<file path="src/rtl/aretx_pkg.sv">
package aretx_pkg;
  typedef enum logic [2:0] {
    RES_OK      = 3'd0,
    RES_OK_PEND = 3'd1,
    RES_CA_FAIL = 3'd3,
    RES_NO_ACK  = 3'd5,
    RES_BUSY    = 3'd7
  } result_e;

  typedef enum logic [1:0] {
    PH_IDLE,
    PH_CA_WAIT,
    PH_TX_WAIT,
    PH_ACK_WAIT
  } phase_e;

  localparam logic [2:0] FTYPE_ACK     = 3'b010;
  localparam int         ACKREQ_BIT    = 5;
  localparam int         CA_LIMIT_CAP  = 5;
endpackage

</file>
<file path="src/rtl/aretx_start_det.sv">
module aretx_start_det #(
  parameter int CMD_W = 5,
  parameter logic [CMD_W-1:0] CMD_TX_START = 2
) (
  input  logic             clk,
  input  logic             rst,
  input  logic             pin,
  input  logic             cmd_we,
  input  logic [CMD_W-1:0] cmd_val,
  output logic             start
);
  logic pin_q;

  always_ff @(posedge clk) begin
    if (rst) pin_q <= 1'b0;
    else     pin_q <= pin;
  end

  assign start = (pin && !pin_q) || (cmd_we && (cmd_val == CMD_TX_START));
endmodule

</file>
<file path="src/rtl/aretx_ack_filter.sv">
module aretx_ack_filter #(
  parameter int SEQ_W = 8
) (
  input  logic             rx_valid,
  input  logic [2:0]       rx_type,
  input  logic [SEQ_W-1:0] rx_seq,
  input  logic             rx_fcs_ok,
  input  logic [SEQ_W-1:0] want_seq,
  output logic             hit
);
  import aretx_pkg::*;
  assign hit = rx_valid && rx_fcs_ok && (rx_type == FTYPE_ACK) && (rx_seq == want_seq);
endmodule

</file>
<file path="src/rtl/aretx_ack_timer.sv">
module aretx_ack_timer #(
  parameter int LIMIT = 1350
) (
  input  logic clk,
  input  logic rst,
  input  logic clear,
  input  logic run,
  output logic expired
);
  localparam int CW = $clog2(LIMIT + 1);
  localparam logic [CW-1:0] LAST = CW'(LIMIT - 1);
  logic [CW-1:0] cnt;

  assign expired = run && (cnt == LAST);

  always_ff @(posedge clk) begin
    if (rst || clear)        cnt <= '0;
    else if (run && !expired) cnt <= cnt + 1'b1;
  end
endmodule

</file>
<file path="src/rtl/aretx_ctrl.sv">
module aretx_ctrl #(
  parameter int CMD_W        = 5,
  parameter int FR_W         = 4,
  parameter int CA_W         = 3,
  parameter int SEQ_W        = 8,
  parameter int SYM_CYC      = 25,
  parameter int ACK_SYMS     = 54,
  parameter int ACK_WAIT_CYC = ACK_SYMS * SYM_CYC
) (
  input  logic             clk,
  input  logic             rst,
  input  logic             start_pin,
  input  logic             cmd_we,
  input  logic [CMD_W-1:0] cmd_val,
  input  logic [FR_W-1:0]  max_frame_retries,
  input  logic [CA_W-1:0]  max_ca_retries,
  output logic             ca_req,
  input  logic             ca_done,
  input  logic             ca_idle,
  output logic             tx_start,
  input  logic             tx_hdr_valid,
  input  logic [7:0]       tx_fc0,
  input  logic [SEQ_W-1:0] tx_dsn,
  input  logic             tx_done,
  input  logic             rx_valid,
  input  logic [2:0]       rx_type,
  input  logic [SEQ_W-1:0] rx_seq,
  input  logic             rx_fcs_ok,
  input  logic             rx_pending,
  input  logic             flag_rd,
  output logic             busy,
  output logic [2:0]       trac_status,
  output logic             end_pulse,
  output logic             end_flag
);
  import aretx_pkg::*;

  localparam logic [CA_W-1:0] CA_CAP = CA_W'(CA_LIMIT_CAP);

  phase_e           phase;
  logic             start;
  logic             ack_hit;
  logic             expired;
  logic             ackreq_q;
  logic [SEQ_W-1:0] dsn_q;
  logic [FR_W-1:0]  fr_cnt;
  logic [CA_W-1:0]  ca_cnt;
  logic [CA_W-1:0]  ca_limit;
  logic             ackreq_now;
  logic             fin;
  result_e          fin_code;
  logic             retry_frame;

  aretx_start_det #(.CMD_W(CMD_W)) u_start (
    .clk(clk), .rst(rst), .pin(start_pin), .cmd_we(cmd_we),
    .cmd_val(cmd_val), .start(start)
  );

  aretx_ack_filter #(.SEQ_W(SEQ_W)) u_filt (
    .rx_valid(rx_valid), .rx_type(rx_type), .rx_seq(rx_seq),
    .rx_fcs_ok(rx_fcs_ok), .want_seq(dsn_q), .hit(ack_hit)
  );

  aretx_ack_timer #(.LIMIT(ACK_WAIT_CYC)) u_timer (
    .clk(clk), .rst(rst),
    .clear(phase == PH_TX_WAIT && tx_done),
    .run(phase == PH_ACK_WAIT),
    .expired(expired)
  );

  assign ca_limit   = (max_ca_retries > CA_CAP) ? CA_CAP : max_ca_retries;
  assign ackreq_now = tx_hdr_valid ? tx_fc0[ACKREQ_BIT] : ackreq_q;

  always_comb begin
    fin         = 1'b0;
    fin_code    = RES_OK;
    retry_frame = 1'b0;
    unique case (phase)
      PH_CA_WAIT: begin
        if (ca_done && !ca_idle && ca_cnt == ca_limit) begin
          fin      = 1'b1;
          fin_code = RES_CA_FAIL;
        end
      end
      PH_TX_WAIT: begin
        if (tx_done && !ackreq_now) begin
          fin      = 1'b1;
          fin_code = RES_OK;
        end
      end
      PH_ACK_WAIT: begin
        if (ack_hit) begin
          fin      = 1'b1;
          fin_code = rx_pending ? RES_OK_PEND : RES_OK;
        end else if (expired) begin
          if (fr_cnt == max_frame_retries) begin
            fin      = 1'b1;
            fin_code = RES_NO_ACK;
          end else begin
            retry_frame = 1'b1;
          end
        end
      end
      default: ;
    endcase
  end

  always_ff @(posedge clk) begin
    if (rst) begin
      phase       <= PH_IDLE;
      busy        <= 1'b0;
      trac_status <= RES_OK;
      ca_req      <= 1'b0;
      tx_start    <= 1'b0;
      end_pulse   <= 1'b0;
      end_flag    <= 1'b0;
      fr_cnt      <= '0;
      ca_cnt      <= '0;
      ackreq_q    <= 1'b0;
      dsn_q       <= '0;
    end else begin
      ca_req    <= 1'b0;
      tx_start  <= 1'b0;
      end_pulse <= 1'b0;
      if (flag_rd) end_flag <= 1'b0;

      unique case (phase)
        PH_IDLE: begin
          if (start) begin
            busy        <= 1'b1;
            trac_status <= RES_BUSY;
            fr_cnt      <= '0;
            ca_cnt      <= '0;
            ackreq_q    <= 1'b0;
            ca_req      <= 1'b1;
            phase       <= PH_CA_WAIT;
          end
        end
        PH_CA_WAIT: begin
          if (ca_done) begin
            if (ca_idle) begin
              tx_start <= 1'b1;
              phase    <= PH_TX_WAIT;
            end else if (!fin) begin
              ca_cnt <= ca_cnt + 1'b1;
              ca_req <= 1'b1;
            end
          end
        end
        PH_TX_WAIT: begin
          if (tx_hdr_valid) begin
            ackreq_q <= tx_fc0[ACKREQ_BIT];
            dsn_q    <= tx_dsn;
          end
          if (tx_done && ackreq_now) phase <= PH_ACK_WAIT;
        end
        PH_ACK_WAIT: begin
          if (retry_frame) begin
            fr_cnt <= fr_cnt + 1'b1;
            ca_cnt <= '0;
            ca_req <= 1'b1;
            phase  <= PH_CA_WAIT;
          end
        end
        default: phase <= PH_IDLE;
      endcase

      if (fin) begin
        end_pulse   <= 1'b1;
        end_flag    <= 1'b1;
        busy        <= 1'b0;
        trac_status <= fin_code;
        phase       <= PH_IDLE;
      end
    end
  end
endmodule

</file>
<file path="config.mk">
export PLATFORM = sky130hd
export DESIGN_NAME = aretx_ctrl
export DESIGN_NICKNAME = d
export VERILOG_FILES = /design/src/rtl/aretx_pkg.sv /design/src/rtl/aretx_start_det.sv /design/src/rtl/aretx_ack_filter.sv /design/src/rtl/aretx_ack_timer.sv /design/src/rtl/aretx_ctrl.sv
export SDC_FILE = /design/constraint.sdc
export NUM_CORES = 1
export LEC_CHECK = 0
export BUFFER_PORTS_ARGS = -buffer_cell sky130_fd_sc_hd__buf_2
export CAP_MARGIN = 15
export CORE_UTILIZATION = 45
export DETAILED_ROUTE_END_ITERATION = 10
export PLACE_DENSITY = 0.7
export SYNTH_ARGS = -nofsm -noshare
export SYNTH_HDL_FRONTEND = slang
export SYNTH_SLANG_ARGS = --single-unit
</file>
<file path="constraint.sdc">
create_clock -name clk -period 2.7 [get_ports clk]
set_input_delay 0.54 -clock clk [delete_from_list [all_inputs] [get_ports clk]]
set_output_delay 0.54 -clock clk [all_outputs]
set_load 0.005 [all_outputs]
</file>
Yosys cells after proc, flatten, opt, wreduce, memory -nomap -nowiden
Index checks and enable logic that the tools add are counted.
Widths: inputs -> output; s select.

word-level totals
  logic and storage cells = 117
  output and inout port bits = 8
  bits of input ports = 51
  bits in registers = 38

cells by class
  reduce and logical (&&, ||, !) cells = 34
  bitwise gates (word level) = 2
  eq/ne operators = 16
  muxes and demuxes = 48
  add/sub/neg operators = 3
  magnitude comparators = 1

operators by type and width
  kind                   count
  $mux 3                 12
  $mux 1                 21
  $logic_and 1x1->1      12
  $mux 2                 6
  $ne 2x2->1 const B     6
  $add 11x1->11 const B  1
  $eq 11x11->1 const B   1
  $reduce_bool 2->1      5
  $pmux 3 s3             1
  $eq 8x8->1             1
  $mux 4                 2
  $pmux 2 s4             1
  $pmux 4 s2             1
  $reduce_and 2->1       4
  $pmux 1 s3             2
  $pmux 3 s2             1
  $reduce_and 6->1       1
  $eq 5x2->1 const B     1
  $reduce_and 5->1       1
  $add 4x1->4 const B    1
  $eq 2x2->1 const B     2
  $eq 4x4->1             1
  $logic_not 1->1        4
  $add 3x1->3 const B    1
  13 further kinds       15

Logic depth before layout (Yosys ltp)
  depth after elaboration = 10
  mapped depth = 9
  gate-level depth less buffers = 8

Cells and area by module
Synthesis repeated with hierarchy kept, for this count alone.

second synthesis, totals
  cell total of the unflattened synthesis = 246
  area, all modules = 2117.0 um^2

modules (own cells, without submodules)
  module            cells each  area an instance (um^2)  seq. area each (um^2)  instances
  aretx_ctrl        156         1351.3                   520.5                  1
  aretx_ack_timer   69          595.6                    220.2                  1
  aretx_ack_filter  16          115.1                    0.0                    1
  aretx_start_det   5           55.1                     20.0                   1

Least setup slack after synthesis
OpenSTA, ideal clock, no wires.

  kind = input port to flip-flop
  start point = input cmd_val[3]
  end point = register fr_cnt[3]
  arrival time = 2.106 ns
  setup time = 0.070 ns
  setup slack = 0.524 ns
  stages = 5
  buffers on the path = 0
  data required time = 2.630 ns
  cells stage by stage = or4b_1 nor3b_2 nor3_1 or4_1 a21boi_1

on the way
  cells in the longest elaborated chain, start to end = 5

RTL lines
  item                        line                   text
  start: declaration          aretx_ctrl.sv:14       input logic [CMD_W-1:0] cmd_val,
  $eq 5x2->1                  aretx_start_det.sv:19  assign start = (pin && !pin_q) || (cmd_we && (cmd_val == CMD_TX_START));
  $logic_and 1x1->1           aretx_start_det.sv:19
  $logic_or 1x1->1            aretx_start_det.sv:19
  $ne 2x2->1 (no line)        -
  $reduce_and 3->1 (no line)  -
  end signal: assignment      aretx_ctrl.sv:159      fr_cnt <= fr_cnt + 1'b1;
  end: declaration            aretx_ctrl.sv:46       logic [FR_W-1:0] fr_cnt;

Every way passes these cells.
A chain may end at the register's enable or synchronous reset.

Worst setup path after layout
  start point = register u_timer.cnt[3]
  end point = register ca_req

on the way
  cells in the longest elaborated chain, start to end = 9
  elaborated cells between the ends (all ways) = 13
  classes of those cells = eq/ne (1); mux (11); reduce/logical (1)

RTL lines
  item                      line                   text
  start: declaration        aretx_ack_timer.sv:12  logic [CW-1:0] cnt;
  start signal: assignment  aretx_ack_timer.sv:18  else if (run && !expired) cnt <= cnt + 1'b1;
  $eq 11x11->1 (*)          aretx_ack_timer.sv:14  assign expired = run && (cnt == LAST);
  $logic_and 1x1->1 (*)     aretx_ack_timer.sv:14
  $mux 1                    aretx_ctrl.sv:95       end else if (expired) begin
  $mux 1                    aretx_ctrl.sv:92       if (ack_hit) begin
  $pmux 1 s3                aretx_ctrl.sv:78       unique case (phase)
  $mux 1                    aretx_ctrl.sv:144      end else if (!fin) begin
  $mux 1                    aretx_ctrl.sv:141      if (ca_idle) begin
  $mux 1                    aretx_ctrl.sv:140      if (ca_done) begin
  $pmux 1 s3 (*)            aretx_ctrl.sv:127      unique case (phase)
  end signal: assignment    aretx_ctrl.sv:122      ca_req <= 1'b0;
  end signal: assignment    aretx_ctrl.sv:135      ca_req <= 1'b1;
  end signal: assignment    aretx_ctrl.sv:146      ca_req <= 1'b1;
  end: declaration          aretx_ctrl.sv:17       output logic ca_req,

Every way passes the cells marked *; elsewhere a longest branch is shown, timed or not.

==> impl_metrics.ini <==
[logic_synthesis]
synthDistinctLibCells = 55
yosysWarnings = 0
synth-edff-count = 0
synth_top_cell_by_area = dfxtp_1
synthArstFlopShare = 0
synth_common_cells = dfxtp_1, nand2_1, a21oi_1
synth-seq-area-share = 0.347
syn-instance-count = 258
ys_seq_elements = 38
avgSynthCellArea_sq_um = 8.49
synth_most_common_cell = dfxtp_1
synth_area_leaders = dfxtp_1, ha_1, a21oi_1
synth_area_sq_um = 2190
syn_nets = 320
yosys_most_used_dff = dfxtp_1
synthDominantCellAreaShare = 0.347

[floorplanning]
design.portCount = 59
dieArea_sq_um = 5150
dieWidth_microns = 71.8
core_area_sq_um = 4690
die_h_microns = 71.8
num_rows = 25
start_util = 0.467

[clocking]
cts_setup_buffers = 0
post_cts_resized = 0
cts_sinks = 38
clk_latency_ns = 0.28
holdBufCountCts = 0
cts.path.max_buffers = 2
clkTransAtPathRegs_ns = 0.07
cts_tree = yes
h-tree-depth = 2
cts-root-buf = clkbuf_8
numCtsBuffers = 5

[global_routing]
track_usage = 0.193
grt_pass1_wl_microns = 7940
grt_pass1_vias = 1825
use_met2 = 0.329
grt_max_degree = 20
antenna_found_initial = 0
grt_overflow = 0
use_met1 = 0.246
gr-max-usage-layer = met2
grt_use_met3 = 0.0436

[timing]
final_max_slew_viol_count = 0
grt_setup_unrepaired = false
finClkSkew_ns = 0.00299
relSlewSlack = 0.417
hold_violations = 0
fin_setup_tns_ns = 0
finalCriticalPeriod_ns = 2.34
tightest_slew_ns = 0.868
setup_violations = 0
max_freq_mhz = 428
timing.hold.ws_ns = 0.468
fin_crit_sh = 0.865

[place]
hpwlAfterDp_microns = 3530
gp_congestion = 0.815
portBuffers = 51

[power]
vdd_drop_max_v = 0.000366
p_switching_w = 0.000620
comb_power_share = 0.351
power_density_nw_per_um2 = 689
p_leak_nw = 1.05
pwr-share-clk = 0.272
p_sw_frac = 0.346
seqPwrFrac = 0.377
p_int_w = 0.00117

[hold_path]
hold_depth = 2
hp-start = dsn_q[2]
hold_end = dsn_q[2]
hold_path_class = register to register

[routing]
firstDrtPassIters = 4
drtAntennaViolNets = 0
wirelength_microns = 4760
num_vias = 1961
dr.first_iter.drc_count = 104
viasPerCell = 5.37
wl_per_cell_microns = 13.0
drc = 0

[critical_path]
critPathCaptureType = register
arrival_ns = 2.50
r2r_end = ca_req
r2r_slack_ns = 0.36
rr_startpoint = u_timer.cnt[3]
start_kind = register
reg2reg_depth = 6
critical_path_class = register to register
cp.required_ns = 2.87
critPathMaxFanout = 15

[outcome]
outcome = finished clean

[final_layout]
fill_cells = 430
multi_input_area_sq_um = 1330
final_layout_size_suffix_gt1_frac = 0.251
nets = 373
synthToLayoutAreaGrowth_pct = 19.0
diodes = 0
regArea_sq_um = 761

[flow_run]
max_cap_viol_count = 0
## worst max-delay path by stage
stage / from / cells past startpoint / to
floorplan: cmd_val[3] / 5 / fr_cnt[3]
global placement: rx_seq[2] / 7 / ca_req
detailed placement: cmd_val[3] / 6 / fr_cnt[3]
CTS: u_timer.cnt[3] / 6 / ca_req
global route: u_timer.cnt[3] / 6 / ca_req
finish: u_timer.cnt[3] / 6 / ca_req
## state kept, by name (all words and copies together) (netlist names)
signal         count
u_timer.cnt       11
u_start.pin_q      1
ca_req             1
fr_cnt             4
busy               1
phase              2
end_flag           1
tx_start           1
end_pulse          1
trac_status        3
ackreq_q           1
dsn_q              8
ca_cnt             3
## layout make-up
class                           instances  share of cell area
Tap cell                               54              0.0259
Clock buffer                            6              0.0317
Inverter                               13              0.0187
Multi-Input combinational cell        198               0.511
Clock inverter                          1              0.0115
Timing Repair Buffer                   55               0.109
Sequential cell                        38               0.292
## cells in the final DEF (no fill, tap or decap), types with 3 or more instances in the layout
| cell | Yosys | final |
|---|---|---|
| a211oi_1 | 5 | 5 |
| a21oi_1 | 22 | 22 |
| a31oi_1 | 3 | 3 |
| buf_2 | 0 | 51 |
| buf_4 | 0 | 4 |
| clkbuf_8 | 0 | 6 |
| dfxtp_1 | 38 | 38 |
| ha_1 | 11 | 11 |
| inv_1 | 13 | 13 |
| mux2i_1 | 3 | 3 |
| nand2_1 | 27 | 27 |
| nand2b_1 | 3 | 3 |
| nand3_1 | 14 | 14 |
| nand4_1 | 7 | 7 |
| nor2_1 | 19 | 19 |
| nor3_1 | 6 | 6 |
| nor4_1 | 3 | 3 |
| o21ai_0 | 10 | 10 |
| or3_1 | 6 | 6 |
| xnor2_1 | 7 | 7 |
| xor2_1 | 11 | 11 |
## metal layers
metal / vias to the layer above / part of all wire
met5: - / 0
met4: 0 / 0.0059
met3: 2 / 0.036
met2: 32 / 0.48
met1: 902 / 0.47
li1: 1025 / -
## per-stage QoR
step                utilization  cell area, sq um  total power, W  setup slack [ns]  std cells
global placement          0.531              2490         0.00130             0.289        358
CTS                       0.555              2610         0.00180             0.385        365
floorplan                     -              2190         0.00113             0.524        258
finish                    0.555              2610         0.00179             0.365        365
global route              0.555              2610         0.00191             0.215        365
detailed placement        0.531              2490         0.00131             0.251        358
## critical path, cell delays in order (launching register included)
cell,delay (ns)
dfxtp_1,0.37
nor4b_4,0.37
nand4_4,0.20
or3_1,0.38
a41o_1,0.44
a311oi_1,0.38
nor3_1,0.08
## kinds of logic after synthesis
| family | Yosys count | share of synthesized area |
|---|---|---|
| simple gates | 108 | 0.281 |
| compound gates | 58 | 0.179 |
| flops | 38 | 0.347 |
| buf+inv | 22 | 0.0446 |
| xor+xnor | 18 | 0.0720 |
| fa+ha+maj | 11 | 0.0629 |
| mux | 3 | 0.0137 |
## power groups by stage
stage,combinational (W),sequential (W),clock [W]
after floorplan,0.000451,0.000680,0
after global placement,0.000611,0.000687,0
after detailed placement,0.000622,0.000688,0
after CTS,0.000629,0.000675,0.000500
after global routing,0.000703,0.000685,0.000526
final,0.000631,0.000676,0.000488
(Power assumes the default switching activity.)
